File: config.mk
export PLATFORM = sky130hd
export DESIGN_NAME = regq_req_gen
export DESIGN_NICKNAME = d
export VERILOG_FILES = /design/src/rtl/regq_pkg.sv /design/src/rtl/regq_frame_mux.sv /design/src/rtl/regq_poll_sched.sv /design/src/rtl/regq_req_gen.sv
export SDC_FILE = /design/constraint.sdc
export NUM_CORES = 1
export LEC_CHECK = 0
export ABC_AREA = 1
export BUFFER_PORTS_ARGS = -buffer_cell sky130_fd_sc_hd__buf_2
export CAP_MARGIN = 40
export CORE_ASPECT_RATIO = 2
export CORE_MARGIN = 3
export CORE_UTILIZATION = 40
export CTS_CLUSTER_DIAMETER = 60
export CTS_CLUSTER_SIZE = 16
export DETAILED_ROUTE_END_ITERATION = 8
export PLACE_DENSITY = 0.63
export SLEW_MARGIN = 20
export SYNTH_ARGS = -nofsm -noshare
export SYNTH_HDL_FRONTEND = slang
export SYNTH_SLANG_ARGS = --single-unit
File: constraint.sdc
create_clock -name clk -period 3.6 [get_ports clk]
set_clock_uncertainty 0.2 [all_clocks]
set_input_delay 0.54 -clock clk [delete_from_list [all_inputs] [get_ports clk]]
set_output_delay 0.54 -clock clk [all_outputs]
set_load 0.03 [all_outputs]
File: src/rtl/regq_pkg.sv
package regq_pkg;

   localparam logic [7:0] SOF_BYTE    = 8'h3A;
   localparam logic [7:0] DIR_REQ     = 8'h01;
   localparam logic [7:0] REQ_PAYLOAD = 8'd11;
   localparam logic [7:0] CR_BYTE     = 8'h0D;
   localparam logic [7:0] LF_BYTE     = 8'h0A;
   localparam int         FRAME_LEN   = 9;

   // position of the byte currently offered within a frame
   typedef enum logic [3:0] {
      P_SOF   = 4'd0,
      P_ADDR  = 4'd1,
      P_REG   = 4'd2,
      P_DIR   = 4'd3,
      P_PAY   = 4'd4,
      P_CHK   = 4'd5,
      P_CARRY = 4'd6,
      P_CR    = 4'd7,
      P_LF    = 4'd8
   } fpos_e;

endpackage

File: src/rtl/regq_frame_mux.sv
module regq_frame_mux
   import regq_pkg::*;
(
   input  logic [7:0] addr_i,
   input  logic [7:0] reg_i,
   input  fpos_e      pos_i,
   output logic [7:0] byte_o
);

   // untruncated sum; low byte is the check, upper bits the carry
   logic [9:0] sum_w;
   assign sum_w = 10'(addr_i) + 10'(reg_i) + 10'(DIR_REQ) + 10'(REQ_PAYLOAD);

   always_comb begin
      case (pos_i)
         P_SOF:   byte_o = SOF_BYTE;
         P_ADDR:  byte_o = addr_i;
         P_REG:   byte_o = reg_i;
         P_DIR:   byte_o = DIR_REQ;
         P_PAY:   byte_o = REQ_PAYLOAD;
         P_CHK:   byte_o = sum_w[7:0];
         P_CARRY: byte_o = {6'b0, sum_w[9:8]};
         P_CR:    byte_o = CR_BYTE;
         P_LF:    byte_o = LF_BYTE;
         default: byte_o = 8'h00;
      endcase
   end

endmodule

File: src/rtl/regq_poll_sched.sv
module regq_poll_sched #(
   parameter int LIST_DEPTH = 8,
   parameter int GAP_W      = 16
) (
   input  logic                              clk,
   input  logic                              rst_n,
   input  logic                              enable_i,
   input  logic                              busy_i,
   input  logic                              block_i,
   input  logic [$clog2(LIST_DEPTH+1)-1:0]   count_i,
   input  logic [LIST_DEPTH*8-1:0]           list_i,
   input  logic [GAP_W-1:0]                  gap_i,
   output logic                              fire_o,
   output logic [7:0]                        reg_o
);

   localparam int SEL_W = $clog2(LIST_DEPTH);
   localparam int CNT_W = $clog2(LIST_DEPTH+1);

   generate
      if (LIST_DEPTH < 2) begin : g_bad_depth
         $error("regq_poll_sched: LIST_DEPTH must be at least 2");
      end
      if (GAP_W < 1) begin : g_bad_gap
         $error("regq_poll_sched: GAP_W must be at least 1");
      end
   endgenerate

   logic [7:0] entry [LIST_DEPTH];

   generate
      for (genvar g = 0; g < LIST_DEPTH; g++) begin : g_unpack
         assign entry[g] = list_i[g*8 +: 8];
      end
   endgenerate

   logic [SEL_W-1:0] sel_q, sel_nxt;
   logic [GAP_W-1:0] gap_q;
   logic [CNT_W-1:0] sel_plus;
   logic             due_w, advance_w, wrap_w;

   assign due_w     = enable_i && !busy_i && (gap_q >= gap_i);
   assign advance_w = due_w && !block_i;
   assign sel_plus  = CNT_W'(sel_q) + CNT_W'(1);
   assign wrap_w    = (sel_plus >= count_i) || (sel_q == SEL_W'(LIST_DEPTH-1));
   assign sel_nxt   = wrap_w ? '0 : sel_q + SEL_W'(1);

   assign reg_o  = entry[sel_q];
   assign fire_o = advance_w && (entry[sel_q] != 8'd0);

   always_ff @(posedge clk) begin
      if (!rst_n) begin
         sel_q <= '0;
         gap_q <= '0;
      end else begin
         if (!enable_i)      sel_q <= '0;
         else if (advance_w) sel_q <= sel_nxt;

         if (!enable_i || busy_i) gap_q <= '0;
         else if (gap_q != '1)    gap_q <= gap_q + GAP_W'(1);
      end
   end

   // a zero entry is passed over without starting a frame
   assert_skip_zero_R9: assert property (@(posedge clk) disable iff (!rst_n)
      (advance_w && entry[sel_q] == 8'd0) |=> !busy_i);

   // a manual start that wins the cycle leaves the poll position in place
   assert_start_wins_R10: assert property (@(posedge clk) disable iff (!rst_n)
      (due_w && block_i && enable_i) |=> $stable(sel_q));

endmodule

File: src/rtl/regq_req_gen.sv
module regq_req_gen
   import regq_pkg::*;
#(
   parameter int LIST_DEPTH = 8,
   parameter int GAP_W      = 16
) (
   input  logic                              clk,
   input  logic                              rst_n,
   input  logic                              start_i,
   input  logic [7:0]                        addr_i,
   input  logic [7:0]                        reg_i,
   input  logic                              poll_en_i,
   input  logic [$clog2(LIST_DEPTH+1)-1:0]   poll_count_i,
   input  logic [LIST_DEPTH*8-1:0]           poll_list_i,
   input  logic [GAP_W-1:0]                  gap_i,
   input  logic                              tx_ready_i,
   output logic [7:0]                        tx_data_o,
   output logic                              tx_valid_o,
   output logic                              busy_o,
   output logic                              done_o
);

   generate
      if (FRAME_LEN != 9) begin : g_bad_len
         $error("regq_req_gen: frame position encoding expects nine bytes");
      end
   endgenerate

   logic       busy_q, done_q;
   fpos_e      pos_q;
   logic [7:0] addr_q, reg_q;
   logic       start_ok, poll_fire, launch, last_acc;
   logic [7:0] poll_reg;

   assign start_ok = start_i && !busy_q && (reg_i != 8'd0);
   assign launch   = start_ok || poll_fire;
   assign last_acc = busy_q && tx_ready_i && (pos_q == P_LF);

   regq_poll_sched #(
      .LIST_DEPTH (LIST_DEPTH),
      .GAP_W      (GAP_W)
   ) u_sched (
      .clk      (clk),
      .rst_n    (rst_n),
      .enable_i (poll_en_i),
      .busy_i   (busy_q),
      .block_i  (start_ok),
      .count_i  (poll_count_i),
      .list_i   (poll_list_i),
      .gap_i    (gap_i),
      .fire_o   (poll_fire),
      .reg_o    (poll_reg)
   );

   always_ff @(posedge clk) begin
      if (!rst_n) begin
         busy_q <= 1'b0;
         done_q <= 1'b0;
         pos_q  <= P_SOF;
         addr_q <= '0;
         reg_q  <= '0;
      end else begin
         done_q <= last_acc;
         if (launch) begin
            busy_q <= 1'b1;
            pos_q  <= P_SOF;
            addr_q <= addr_i;
            reg_q  <= start_ok ? reg_i : poll_reg;
         end else if (busy_q && tx_ready_i) begin
            if (pos_q == P_LF) busy_q <= 1'b0;
            else               pos_q  <= fpos_e'(pos_q + 4'd1);
         end
      end
   end

   regq_frame_mux u_mux (
      .addr_i (addr_q),
      .reg_i  (reg_q),
      .pos_i  (pos_q),
      .byte_o (tx_data_o)
   );

   assign tx_valid_o = busy_q;
   assign busy_o     = busy_q;
   assign done_o     = done_q;

   assert_sof_first_R1: assert property (@(posedge clk) disable iff (!rst_n)
      $rose(tx_valid_o) |-> tx_data_o == SOF_BYTE);

   assert_hold_R4: assert property (@(posedge clk) disable iff (!rst_n)
      (tx_valid_o && !tx_ready_i) |=> (tx_valid_o && $stable(tx_data_o)));

   assert_done_pulse_R5: assert property (@(posedge clk) disable iff (!rst_n)
      done_o |=> !done_o);

   assert_done_after_lf_R5: assert property (@(posedge clk) disable iff (!rst_n)
      done_o |-> ($past(tx_data_o) == LF_BYTE && $past(tx_ready_i) && !busy_o));

   assert_ignore_busy_R6: assert property (@(posedge clk) disable iff (!rst_n)
      (start_i && busy_q && !last_acc) |=> (busy_q && $stable(reg_q) && $stable(addr_q)));

   assert_no_zero_reg_R7: assert property (@(posedge clk) disable iff (!rst_n)
      tx_valid_o |-> reg_q != 8'd0);

endmodule

==> run summary <==
The worst register-to-register path begins at u_sched.sel_q[0]. The end of the worst hold path was addr_q[4]. For the final routed database, the setup TNS stands at 0 ns. Setup violations remaining at the end of the flow were counted as 0. In this run, the number of DRC markers left after iteration 0 of detailed routing was 179. The maximum root-to-sink buffer count was 2; the width of the die was 76.54 um. The final max-slew violation count came out at 0. After synthesis, the largest area contributor takes up 20.62% of total cell area.

Dividing the detail-routed wire length by the instance count gives 12.42 um. The class of the tightest hold or removal check was primary input to flop. TritonCTS created 5 clock buffers. In this run the register-to-register setup slack is 0.96 ns. Based on the critical path, the design can be clocked at up to 296.2 MHz. The largest net degree at the start of global routing was 35. The post-CTS repair timing setup buffer count is 0.

The clock drives 41 sinks. The tools report the share of the yosys chip area belonging to registers as 20.62%. For the worst-skew pair, the clock arrives at the later sink with an insertion delay of 0.29 ns.

The logs give 0 for the warning count from the yosys run and 917 for the number of nets at the end of the flow. The die covers 11260 um^2. Slew at the pin with the worst max-slew slack: 0.5528 ns. Global routing finished with a remaining overflow of 0.

STA classifies the critical path endpoint as an output pin. Number of global-route vias before repair: 4334. The post-synthesis register bit count is 41. The die is 147.1 um tall.

The first detailed-routing pass took 4 iterations. IR analysis of the VDD net gives a maximum drop of 168.1 uV. The cell count after synthesis was 672. TritonCTS built the clock tree. The time the worst path needs with I/O delays and setup is 3.376 ns.

Once the floorplan was initialized, standard cells occupied 41.86% of the core. The number of antenna-violating nets in the routed design was 0. The critical path in this run is classified as flop to output pin. The number of standard-cell rows in the floorplan came out at 50. Element type at the critical path start: a flop. Of the cells placed in the final design, the portion with a size suffix greater than 1 is 16.88%. 0 antenna diodes ended up in the layout. In this run the worst path has a maximum fanout of 4. The fraction of synthesis flops using an asynchronous set or reset pin came out at 0%. The synthesized area divided by synthesized cell count was 5.923 um^2. The post-synth net total came out at 814. For the global-route wire length before repair, the log shows 18800 um.

Sorting the synthesized cells by area gives the leading types as dfxtp_1 21%, nand2_1 15%, inv_1 12%. The clock tree synthesis step divided the H-tree into 2 levels. Counting the fill cells in the layout gives 1052. Measured against its own limit, the worst slew margin works out to 63.11%. The final route contains 4442 vias. The run gives 4782 um^2 as the cell area after layout.

The tools report the endpoint of the most critical register-to-register path as pos_q[1]. The layout-stage area growth over the synthesis result is 20.15%, and the worst hold-check slack is 0.2835 ns. For the data arrival at the endpoint of the critical path, the log shows 2.64 ns. The run gives 11250 um as the routed wire length. Using the TritonRoute via totals, the vias-per-cell ratio works out to 4.903.

The root buffer cell chosen for the clock tree is clkbuf_16. Buffers placed on the I/O ports in this run total 115. In this run the most critical hold path is launched from addr_i[4].

Ranked by instance count, the synthesized netlist is headed by 157 x nand2_1, 122 x inv_1, 89 x nor2_1. The number of cells on the worst reg-to-reg path is 11. Routability-driven placement finished with a final weighted congestion of 0.9536. The number of gates resized after CTS was 0.

Overall routing resource usage: 20.02%. nand2_1 is the most common cell in the netlist. The cell accounting for the most synthesized area was dfxtp_1. The wire-length estimate of the detail-placed layout is 9247 um. Yosys mapped a number of flops with a built-in enable equal to 0.

The cell area that synthesis handed to floorplanning was 3980 um^2. The final number of hold-violating endpoints was 0. The dominant synthesized flop cell was dfxtp_1. In the routed design, unresolved DRC markers number 0. In this run, distinct cell masters in the synthesized netlist total 36.

The placeable core area came out at 9509 um^2. Max-cap violations in this run came to 0. The placed instance area came out at 4588 um^2. The final period utilization was 93.77%. The tools report the number of antenna violations at the first check in global routing as 0. Power per standard cell area: 291.1 nW/um^2. After clock tree synthesis, the clock-pin slew on the worst setup and hold paths is 0.06 ns.

The flow ran to the end, and the final reports show no timing, DRC or antenna violations. The analysis attributes to cell leakage a power of 2.640 nW. Setup repair after global routing left no endpoint under its margin. The count of pins on the block boundary was 116. The tools report the critical path required time as 2.86 ns.

For this design, the CTS-stage hold fixing added 0 buffers. The worst hold path cell count is 3.
-- worst max-delay path, stage by stage (launching register included) --
cell,delay [ns]
dfxtp_1,0.31
ha_1,0.22
fa_1,0.43
xnor2_1,0.18
ha_1,0.20
or2_2,0.30
nor2_1,0.22
nand3_1,0.11
nand2_1,0.07
nand3_1,0.06
nand2_1,0.06
buf_2,0.19
-- sequential cells by signal, summed over array words and instances, names as in the netlist --
register	cells
addr_q	8
done_o	1
busy_o	1
u_sched.gap_q	16
reg_q	8
u_sched.sel_q	3
pos_q	4
-- worst max-delay path by stage --
stage,slack (ns),depth (start not counted),startpoint,to
floorplan,0.57,8,addr_q[0],tx_data_o[6]
global placement,0.57,11,addr_q[0],tx_data_o[0]
detailed placement,0.53,11,addr_q[0],tx_data_o[0]
CTS,0.22,11,addr_q[0],tx_data_o[0]
global route,0.003,11,addr_q[0],tx_data_o[0]
finish,0.22,11,addr_q[0],tx_data_o[0]
-- metal layers --
metal / vias to the layer above / GRT usage (%) / wire, um
met5: - / 0 / 0
li1: 2329 / - / -
met2: 126 / 39.59 / 6104
met3: 28 / 2.515 / 443
met1: 1959 / 20.32 / 4302
met4: 0 / 8.893 / 398
-- where the power goes --
part / internal [mW] / switching, mW
logic: 0.132 / 0.184
registers: 0.472 / 0.0151
clock network: 0.400 / 0.189
-- placed cells by master (no fill, tap or decap), types with 2 or more instances in the layout --
cell type,Yosys,final
o22ai_1,3,3
nor2_1,89,89
o21bai_1,4,4
clkinv_1,2,2
buf_4,3,3
inv_1,122,122
dfxtp_1,41,41
buf_2,5,115
o21ai_0,29,29
nand2_1,157,157
nand3b_1,2,2
bufinv_16,0,2
a31oi_1,2,2
o2111ai_1,2,2
nand3_1,64,64
ha_1,36,36
or2_2,2,2
nor3_1,11,11
o21ai_1,9,9
nand4_1,6,6
a21oi_1,39,39
xor2_1,9,9
xnor2_1,7,7
a211oi_1,4,4
clkbuf_16,0,5
-- through the flow --
| stage | cells | setup slack (ns) | power, mW | utilization, % |
|---|---|---|---|---|
| detailed placement | 898 | 0.5297 | 0.8147 | 48.25 |
| CTS | 906 | 0.2237 | 1.403 | 50.29 |
| global placement | 898 | 0.5665 | 0.8077 | 48.25 |
| global route | 906 | 0.003314 | 1.470 | 50.29 |
| floorplan | 672 | 0.5658 | 0.7013 | - |
| finish | 906 | 0.2243 | 1.392 | 50.29 |
-- area by class of cell --
cell class / count / area, um^2 / share of cell area (%)
Clock buffer: 5 / 125.1 / 2.616
Clock inverter: 3 / 68.82 / 1.439
Inverter: 125 / 471.7 / 9.864
Multi-Input combinational cell: 484 / 2535 / 53.01
Sequential cell: 41 / 820.8 / 17.16
Tap cell: 130 / 162.7 / 3.401
Timing Repair Buffer: 118 / 598.1 / 12.51
-- logic make-up after synthesis --
| group | synth area share (%) |
|---|---|
| AO/OA/AOI/OAI | 13.46 |
| XOR/XNOR | 3.521 |
| adder cells (fa/ha/maj) | 11.82 |
| buffers and inverters | 15.69 |
| flip-flops | 20.62 |
| AND/OR/NAND/NOR | 34.89 |
No activity file was read; power rests on OpenSTA's default activity.
